==> src/rtl/phase_pkg.sv <==
package phase_pkg;

   typedef enum int {ANG_PU = 0, ANG_RAD = 1, ANG_DEG = 2} angle_unit_e;
   typedef enum int {CLR_NONE = 0, CLR_ZERO = 1, CLR_INIT = 2} clr_mode_e;

   // integer bits needed to hold up to twice one revolution
   function automatic int int_bits(angle_unit_e u);
      case (u)
         ANG_PU:  return 2;
         ANG_RAD: return 4;
         default: return 10;
      endcase
   endfunction

   // one revolution in LSBs of the fixed-point word
   function automatic longint rev_lsb(angle_unit_e u, int frac);
      case (u)
         ANG_PU:  return longint'(1) <<< frac;
         ANG_RAD: return longint'(6.283185307179586 * (2.0 ** frac));
         default: return longint'(360) <<< frac;
      endcase
   endfunction

endpackage

==> src/rtl/phase_wrap_step.sv <==
module phase_wrap_step #(
   parameter int     W   = 19,
   parameter longint MOD = 65536
) (
   input  logic signed [W-1:0] cur,
   input  logic signed [W-1:0] step,
   output logic signed [W-1:0] nxt
);
   localparam logic signed [W-1:0] MOD_Q = W'(MOD);

   logic signed [W-1:0] raw;

   always_comb begin
      raw = cur + step;
      if (raw >= MOD_Q)   nxt = raw - MOD_Q;
      else if (raw[W-1])  nxt = raw + MOD_Q;
      else                nxt = raw;
   end

   // a wrapped result from in-range operands stays in range
   always_comb begin
      if (!cur[W-1] && cur < MOD_Q && step > -MOD_Q && step < MOD_Q)
         a_wrap_range_r11: assert (!nxt[W-1] && nxt < MOD_Q);
   end
endmodule

==> src/rtl/phase_hold_reg.sv <==
module phase_hold_reg #(
   parameter int W = 19
) (
   input  logic                clk,
   input  logic                rst_n,
   input  logic signed [W-1:0] init_val,
   input  logic                clr_hit,
   input  logic signed [W-1:0] clr_val,
   input  logic                load_en,
   input  logic signed [W-1:0] nxt,
   output logic signed [W-1:0] q
);
   always_ff @(posedge clk) begin
      if (!rst_n)        q <= init_val;
      else if (clr_hit)  q <= clr_val;
      else if (load_en)  q <= nxt;
   end

   // no strobe and no clear leaves the register untouched
   p_hold_r5: assert property (@(posedge clk) disable iff (!rst_n)
      (!load_en && !clr_hit) |=> $stable(q));

   // clear wins over a simultaneous strobe
   p_clr_prio_r10: assert property (@(posedge clk) disable iff (!rst_n)
      (clr_hit && load_en) |=> (q == $past(clr_val)));
endmodule

==> src/rtl/phase_ramp_gen.sv <==
module phase_ramp_gen #(
   parameter int                       FRAC_W     = 16,
   parameter phase_pkg::angle_unit_e   UNIT       = phase_pkg::ANG_PU,
   parameter phase_pkg::clr_mode_e     CLR_MODE   = phase_pkg::CLR_NONE,
   parameter longint                   INIT_PHASE = 0,
   localparam int                      INT_W      = phase_pkg::int_bits(UNIT),
   localparam int                      W          = 1 + INT_W + FRAC_W
) (
   input  logic                clk,
   input  logic                rst_n,
   input  logic                sample_en,
   input  logic                sync_clr,
   input  logic signed [W-1:0] phase_step,
   output logic signed [W-1:0] phase
);
   localparam longint MOD = phase_pkg::rev_lsb(UNIT, FRAC_W);
   localparam logic signed [W-1:0] MOD_Q  = W'(MOD);
   localparam logic signed [W-1:0] INIT_Q = W'(INIT_PHASE);

   // elaboration-time parameter checks
   if (FRAC_W < 4 || FRAC_W > 24) begin : g_bad_frac
      $error("FRAC_W must lie in 4..24");
   end
   if (INIT_PHASE < 0 || INIT_PHASE >= MOD) begin : g_bad_init
      $error("INIT_PHASE must lie in [0, one revolution)");
   end

   logic                clr_hit;
   logic signed [W-1:0] clr_val;
   logic signed [W-1:0] nxt;

   // clear variant chosen by build mode
   if (CLR_MODE == phase_pkg::CLR_ZERO) begin : g_clr_zero
      assign clr_hit = sync_clr;
      assign clr_val = '0;

      p_clr_zero_r8: assert property (@(posedge clk) disable iff (!rst_n)
         sync_clr |=> (phase == '0));
   end else if (CLR_MODE == phase_pkg::CLR_INIT) begin : g_clr_init
      assign clr_hit = sync_clr;
      assign clr_val = INIT_Q;

      p_clr_init_r9: assert property (@(posedge clk) disable iff (!rst_n)
         sync_clr |=> (phase == INIT_Q));
   end else begin : g_clr_none
      assign clr_hit = 1'b0;
      assign clr_val = INIT_Q;
      // clear input is ignored; with no strobe the phase holds
      p_clr_none_r7: assert property (@(posedge clk) disable iff (!rst_n)
         (sync_clr && !sample_en) |=> $stable(phase));
   end

   phase_wrap_step #(.W(W), .MOD(MOD)) u_wrap (
      .cur  (phase),
      .step (phase_step),
      .nxt  (nxt)
   );

   phase_hold_reg #(.W(W)) u_reg (
      .clk      (clk),
      .rst_n    (rst_n),
      .init_val (INIT_Q),
      .clr_hit  (clr_hit),
      .clr_val  (clr_val),
      .load_en  (sample_en),
      .nxt      (nxt),
      .q        (phase)
   );

   // output kept inside one revolution
   p_range_r11: assert property (@(posedge clk) disable iff (!rst_n)
      (!phase[W-1] && phase < MOD_Q));

   // power-on reset loads the start-up phase
   p_por_r1: assert property (@(posedge clk)
      !rst_n |=> (phase == INIT_Q));
endmodule

==> config.mk <==
export PLATFORM = sky130hd
export DESIGN_NAME = phase_ramp_gen
export DESIGN_NICKNAME = d
export VERILOG_FILES = /design/src/rtl/phase_pkg.sv /design/src/rtl/phase_wrap_step.sv /design/src/rtl/phase_hold_reg.sv /design/src/rtl/phase_ramp_gen.sv
export SDC_FILE = /design/constraint.sdc
export NUM_CORES = 1
export LEC_CHECK = 0
export BUFFER_PORTS_ARGS = -buffer_cell sky130_fd_sc_hd__buf_2
export CELL_PAD_IN_SITES_DETAIL_PLACEMENT = 0
export CELL_PAD_IN_SITES_GLOBAL_PLACEMENT = 2
export CORE_MARGIN = 8
export CORE_UTILIZATION = 28
export CTS_CLUSTER_SIZE = 40
export DETAILED_ROUTE_END_ITERATION = 16
export PLACE_DENSITY_LB_ADDON = 0.05
export SLEW_MARGIN = 5
export SYNTH_ARGS = -nofsm -noshare
export SYNTH_HDL_FRONTEND = slang
export SYNTH_SLANG_ARGS = --single-unit
==> constraint.sdc <==
create_clock -name clk -period 4.9 [get_ports clk]
set_clock_uncertainty 0.1 [all_clocks]
set_input_delay 0.98 -clock clk [delete_from_list [all_inputs] [get_ports clk]]
set_output_delay 0.98 -clock clk [all_outputs]
set_load 0.1 [all_outputs]
======== Yosys cells after proc, flatten, opt, wreduce, memory -nomap -nowiden ========
Cells that the tools add are included.
cells by class
  add/sub/neg operators ................... 3
  $lt $le $gt $ge ......................... 1
  multiplexer cells ....................... 2
operator list
  cell                                                                 count
  2-to-1 mux 19 bit                                                    2
  adder 19 x 18 -> 19 bit, second input constant                       1
  adder 19 bit                                                         1
  greater-or-equal comparator 19 x 18 -> 1 bit, second input constant  1
  subtractor 19 x 18 -> 19 bit, second input constant                  1
storage, ports and cells
  register bits after elaboration ......... 19
  bits of input ports ..................... 23
  output and inout bits ................... 19
  word-level logic and storage cells ...... 7

======== Longest topological paths before layout ========
  word-level depth ........................ 4
  depth in mapped cells ................... 19
  depth with buffers taken out ............ 19

======== Cells and area by module ========
Synthesis repeated with hierarchy kept, for this count alone.
unflattened totals
  cell total of the unflattened synthesis .. 268
  area total of the unflattened synthesis .. 2296.0 µm²
modules (own cells, without submodules)
  module           instances  cells an instance  area each (µm²)  sequential area each (µm²)
  phase_wrap_step  1          184                1308.8           0.0
  phase_hold_reg   1          83                 983.4            570.5
  phase_ramp_gen   1          1                  3.8              0.0

======== Least setup slack after synthesis ========
Ideal clock, no wire load.
  path kind ............................... register -> register
  start ................................... reg u_reg.q[0]
  end ..................................... reg u_reg.q[17]
  library setup time ...................... 0.080 ns
  arrival time ............................ 4.652 ns
  data required time ...................... 4.720 ns
  path slack .............................. 0.068 ns
  stages on the path, launching flop included .. 20
  buffers on the path ..................... 0
  period minus slack after synthesis ...... 4.832 ns
  cell sequence ........................... dfxtp_1 -> ha_1 -> inv_1 -> fa_1 -> and2b_1 -> o2111ai_1 -> a31oi_1 -> a21o_1 -> o21ai_0 -> o211ai_1 -> xnor2_1 -> inv_1 -> ha_1 -> nand3b_1 -> or4_1 -> or4_1 -> nor4_2 -> a41oi_1 -> and4_1 -> a211oi_2
on the way
  word-level cells in the longest chain between the ends .. 4
  elaborated cells between the ends (all ways) .. 6
  those cells by class .................... 3 x add/sub; 1 x order compare; 2 x mux
RTL lines
  what                      RTL line               RTL
  start: declaration        phase_hold_reg.sv:11   output logic signed [W-1:0] q
  start signal: assignment  phase_hold_reg.sv:14   if (!rst_n) q <= init_val;
  start signal: assignment  phase_hold_reg.sv:15   else if (clr_hit) q <= clr_val;
  start signal: assignment  phase_hold_reg.sv:16   else if (load_en) q <= nxt;
  adder 19 bit *            phase_wrap_step.sv:14  raw = cur + step;
  adder 19 x 18 -> 19 bit   phase_wrap_step.sv:16  else if (raw[W-1]) nxt = raw + MOD_Q;
  2-to-1 mux 19 bit         phase_wrap_step.sv:16
  2-to-1 mux 19 bit *       phase_wrap_step.sv:15  if (raw >= MOD_Q) nxt = raw - MOD_Q;
Every way passes the cells marked *; elsewhere a longest branch is shown, timed or not.
A chain may end at the register's enable or synchronous reset.

======== Worst setup path in the final report ========
  start ................................... in phase_step[0]
  end ..................................... reg u_reg.q[17]
on the way
  word-level cells in the longest chain between the ends .. 4
  elaborated cells between the ends (all ways) .. 6
  those cells by class .................... 3 x add/sub; 1 x order compare; 2 x mux
RTL lines
  what                     RTL line               RTL
  start: declaration       phase_ramp_gen.sv:13   input logic signed [W-1:0] phase_step,
  adder 19 bit *           phase_wrap_step.sv:14
  adder 19 x 18 -> 19 bit  phase_wrap_step.sv:16
  2-to-1 mux 19 bit        phase_wrap_step.sv:16
  2-to-1 mux 19 bit *      phase_wrap_step.sv:15
Marks and branches as above.

==> flow_metrics.env <==
export IMPL_cts_root_buf="clkbuf_8"
export IMPL_cts_tree="yes"
export IMPL_min_path_cells=2
export IMPL_worst_hold_slack_ns=0.443
export IMPL_crit_top_cell="or4_4"
export IMPL_route_detailed_wl_per_inst_um=14.4
export IMPL_worst_r2r_startpoint="u_reg.q[0]"
export IMPL_syn_area_mm2=0.00178
export IMPL_clk_latency_ns=0.26
export IMPL_final_area_mm2=0.00253
export IMPL_hold_viol_final=0
export IMPL_placed_area_mm2=0.00231
export IMPL_path_delay_family="simple AND/OR/NAND/NOR gates"
export IMPL_fin_ws_ns=0.179
export IMPL_yosysTopAreaCell="dfxtp_1"
export IMPL_synth_edff_count=0
export IMPL_drive_above_1_share_pct=37.4
export IMPL_drtPass1Iterations=4
export IMPL_critPathMaxFanout=2
export IMPL_regMostFlops="u_reg.q"
export IMPL_numPortBuffers=40
export IMPL_rr_endpoint="u_reg.q[17]"
export IMPL_cap_violations=0
export IMPL_p_leak_nw=1.25
export IMPL_status="completed"
export IMPL_synth_common_cells="21 x ha_1, 19 x dfxtp_1, 15 x a21oi_1, 15 x nand2_1, 15 x nor2b_1"
export IMPL_max_slew_margin_pct=56.0
export IMPL_num_rows=29
export IMPL_finalSetupViolCount=0
export IMPL_drt_iter0_markers=85
export IMPL_start_util_pct=28.6
export IMPL_path_class="primary input to register"
export IMPL_overflow=0
export IMPL_rsz0062_at_grt="true"
export IMPL_crit_path_start_kind="primary input"
export IMPL_async_flop_share_pct=0
export IMPL_cts_hold_buf=0
export IMPL_cp_arrival_ns=4.82
export IMPL_power_density_mw_per_mm2=448
export IMPL_min_delay_path_class="register to register"
export IMPL_reg2reg_depth=19
export IMPL_core_area_mm2=0.00624
export IMPL_min_from="u_reg.q[2]"
export IMPL_gr_usage_all_layers_pct=11.4
export IMPL_post_place_ws_ns=-0.407
export IMPL_clk_pin_slew_ns=0.09
export IMPL_crit_path_max_incr_delay_ns=0.44
export IMPL_vias_per_cell=4.79
export IMPL_synthCells=209
export IMPL_fin_crit_sh_pct=96.4
export IMPL_dieHeight_um=95.8
export IMPL_grt_max_degree=26
export IMPL_detailed_place_hpwl_um=4090
export IMPL_die_w_um=95.8
export IMPL_via_count=1739
export IMPL_synth_top_area_share_pct=21.3
export IMPL_period_needed_ns=4.72
export IMPL_crit_buf_inv=3
export IMPL_min_to="u_reg.q[2]"
export IMPL_finalNetCount=332
export IMPL_ys_seq_elements=19
export IMPL_yosysMostFrequentCell="ha_1"
export IMPL_syn_avg_cell_area_um2=8.53
export IMPL_rrSetupSlack_ns=0.59
export IMPL_cp_cell_sequence="buf_6 -> ha_4 -> inv_2 -> fa_2 -> and2b_2 -> o2111ai_4 -> a31oi_4 -> a21o_1 -> o21ai_1 -> o211ai_1 -> xnor2_1 -> inv_1 -> ha_2 -> nand3b_1 -> or4_4 -> or4_4 -> nor4_4 -> a41oi_2 -> and4_1 -> a211oi_2"
export IMPL_cts_sinks=19
export IMPL_crit_required_ns=5.00
export IMPL_slew_viol_final=0
export IMPL_synth_main_ff_cell="dfxtp_1"
export IMPL_end_kind="register"
export IMPL_grt_pass1_wl_um=8200
export IMPL_largest_reg_flops=19
export IMPL_cts_buffers=3
export IMPL_syn_to_final_growth_pct=42.2
export IMPL_grt_pass1_vias=1751
export IMPL_worst_slew_pin_slew_ns=0.660
export IMPL_ys_types=51
export IMPL_syn_nets=254
export IMPL_route_detailed_drc=0
export IMPL_place_congestion=0.789
export IMPL_drtAntennaViolNets=0
export IMPL_antenna_found_initial=0
export IMPL_finalWirelength_um=5220
export IMPL_cts_buffer_depth=2
export IMPL_cp_slowest_cell="or4_4"
export IMPL_synth_area_top_cells="dfxtp_1 21%, ha_1 15%, mux2i_1 7.9%"
export IMPL_reg_top3="u_reg.q x19"
export IMPL_fmax_ghz=0.212
export IMPL_antennaDiodeCount=0
export IMPL_dieArea_mm2=0.00918
export IMPL_ios=42
export IMPL_yosys_warnings=0
export IMPL_seq_area_frac_synth_pct=21.3
export IMPL_vdd_drop_max_uv=363
export IMPL_ctsHtreeMaxLevel=1
metal layers:
layer,part of all wire [%],global-route usage [%],vias to the layer above
li1,-,-,928
met1,50,15.4,773
met2,45,18.5,36
met3,4.6,1.79,2
met4,0.48,2.30,0
met5,0,0,-
per-stage QoR:
stage | TNS, ns | instances | utilization (%) | total power [W]
4_1_cts | 0 | 361 | 38.2 | 0.00111
5_1_grt | -0.0945 | 363 | 40.6 | 0.00123
3_3_place_gp | -1.04 | 356 | 37.0 | 0.000974
2_1_floorplan | 0 | 209 | - | 0.000761
3_5_place_dp | -1.19 | 356 | 37.0 | 0.000966
6_report | 0 | 363 | 40.6 | 0.00113
worst min-delay path, stage by stage, from the launching register on:
cell and delay [ns]:
dfxtp_1 0.33, mux2i_1 0.12, nor2b_1 0.05
layout by cell type (no fill, tap or decap), drive strengths merged, types with 4 or more instances in the layout:
| master | instances |
|---|---|
| buf | 78 |
| ha | 21 |
| dfxtp | 19 |
| nor2b | 15 |
| a21oi | 15 |
| nand2 | 15 |
| mux2i | 14 |
| nor2 | 11 |
| inv | 10 |
| o21ai | 9 |
| xor2 | 8 |
| a21o | 8 |
| xnor2 | 6 |
| a211oi | 6 |
| and2 | 4 |
| clkbuf | 4 |
how the worst max path moves through the flow:
| stage | from | to | slack (ns) | cells after the start |
|---|---|---|---|---|
| after floorplan | u_reg.q[0] | u_reg.q[17] | 0.07 | 19 |
| after global placement | phase_step[1] | u_reg.q[17] | -0.36 | 17 |
| after detailed placement | phase_step[1] | u_reg.q[17] | -0.41 | 17 |
| after CTS | phase_step[0] | u_reg.q[17] | 0.02 | 20 |
| after global routing | phase_step[0] | u_reg.q[16] | -0.04 | 21 |
| final | phase_step[0] | u_reg.q[17] | 0.18 | 20 |
layout make-up:
type | count | area [um^2]
multi-input combinational | 175 | 1480
tap | 77 | 96.3
clock buffer | 4 | 45.0
timing repair buffer | 78 | 492
inverter | 10 | 37.5
sequential | 19 | 380
fill | 639 | 3710
report_power, final:
group	switching, W	internal, W
clock	0.0000643	0.0000581
sequential	0.0000242	0.000186
combinational	0.000514	0.000288
cell families (layout without fill, tap and decap cells):
group                    Yosys count  count (layout)  share of synthesized area (%)
AO/OA/AOI/OAI                     64              64                           25.3
AND/OR/NAND/NOR                   60              60                           18.2
adder cells (fa/ha/maj)           22              22                           15.9
flip-flops                        19              19                           21.3
multiplexers                      15              15                           8.49
buffers and inverters             15              92                           4.00
XOR/XNOR                          14              14                           6.88
repair_timing:
action	4_1_cts	5_1_grt
gates resized for setup	4	26
buffers inserted	1	2
endpoints found under the setup margin	3	3
hold endpoints to repair	0	0
pin swaps	1	15
(Power assumes the default switching activity.)
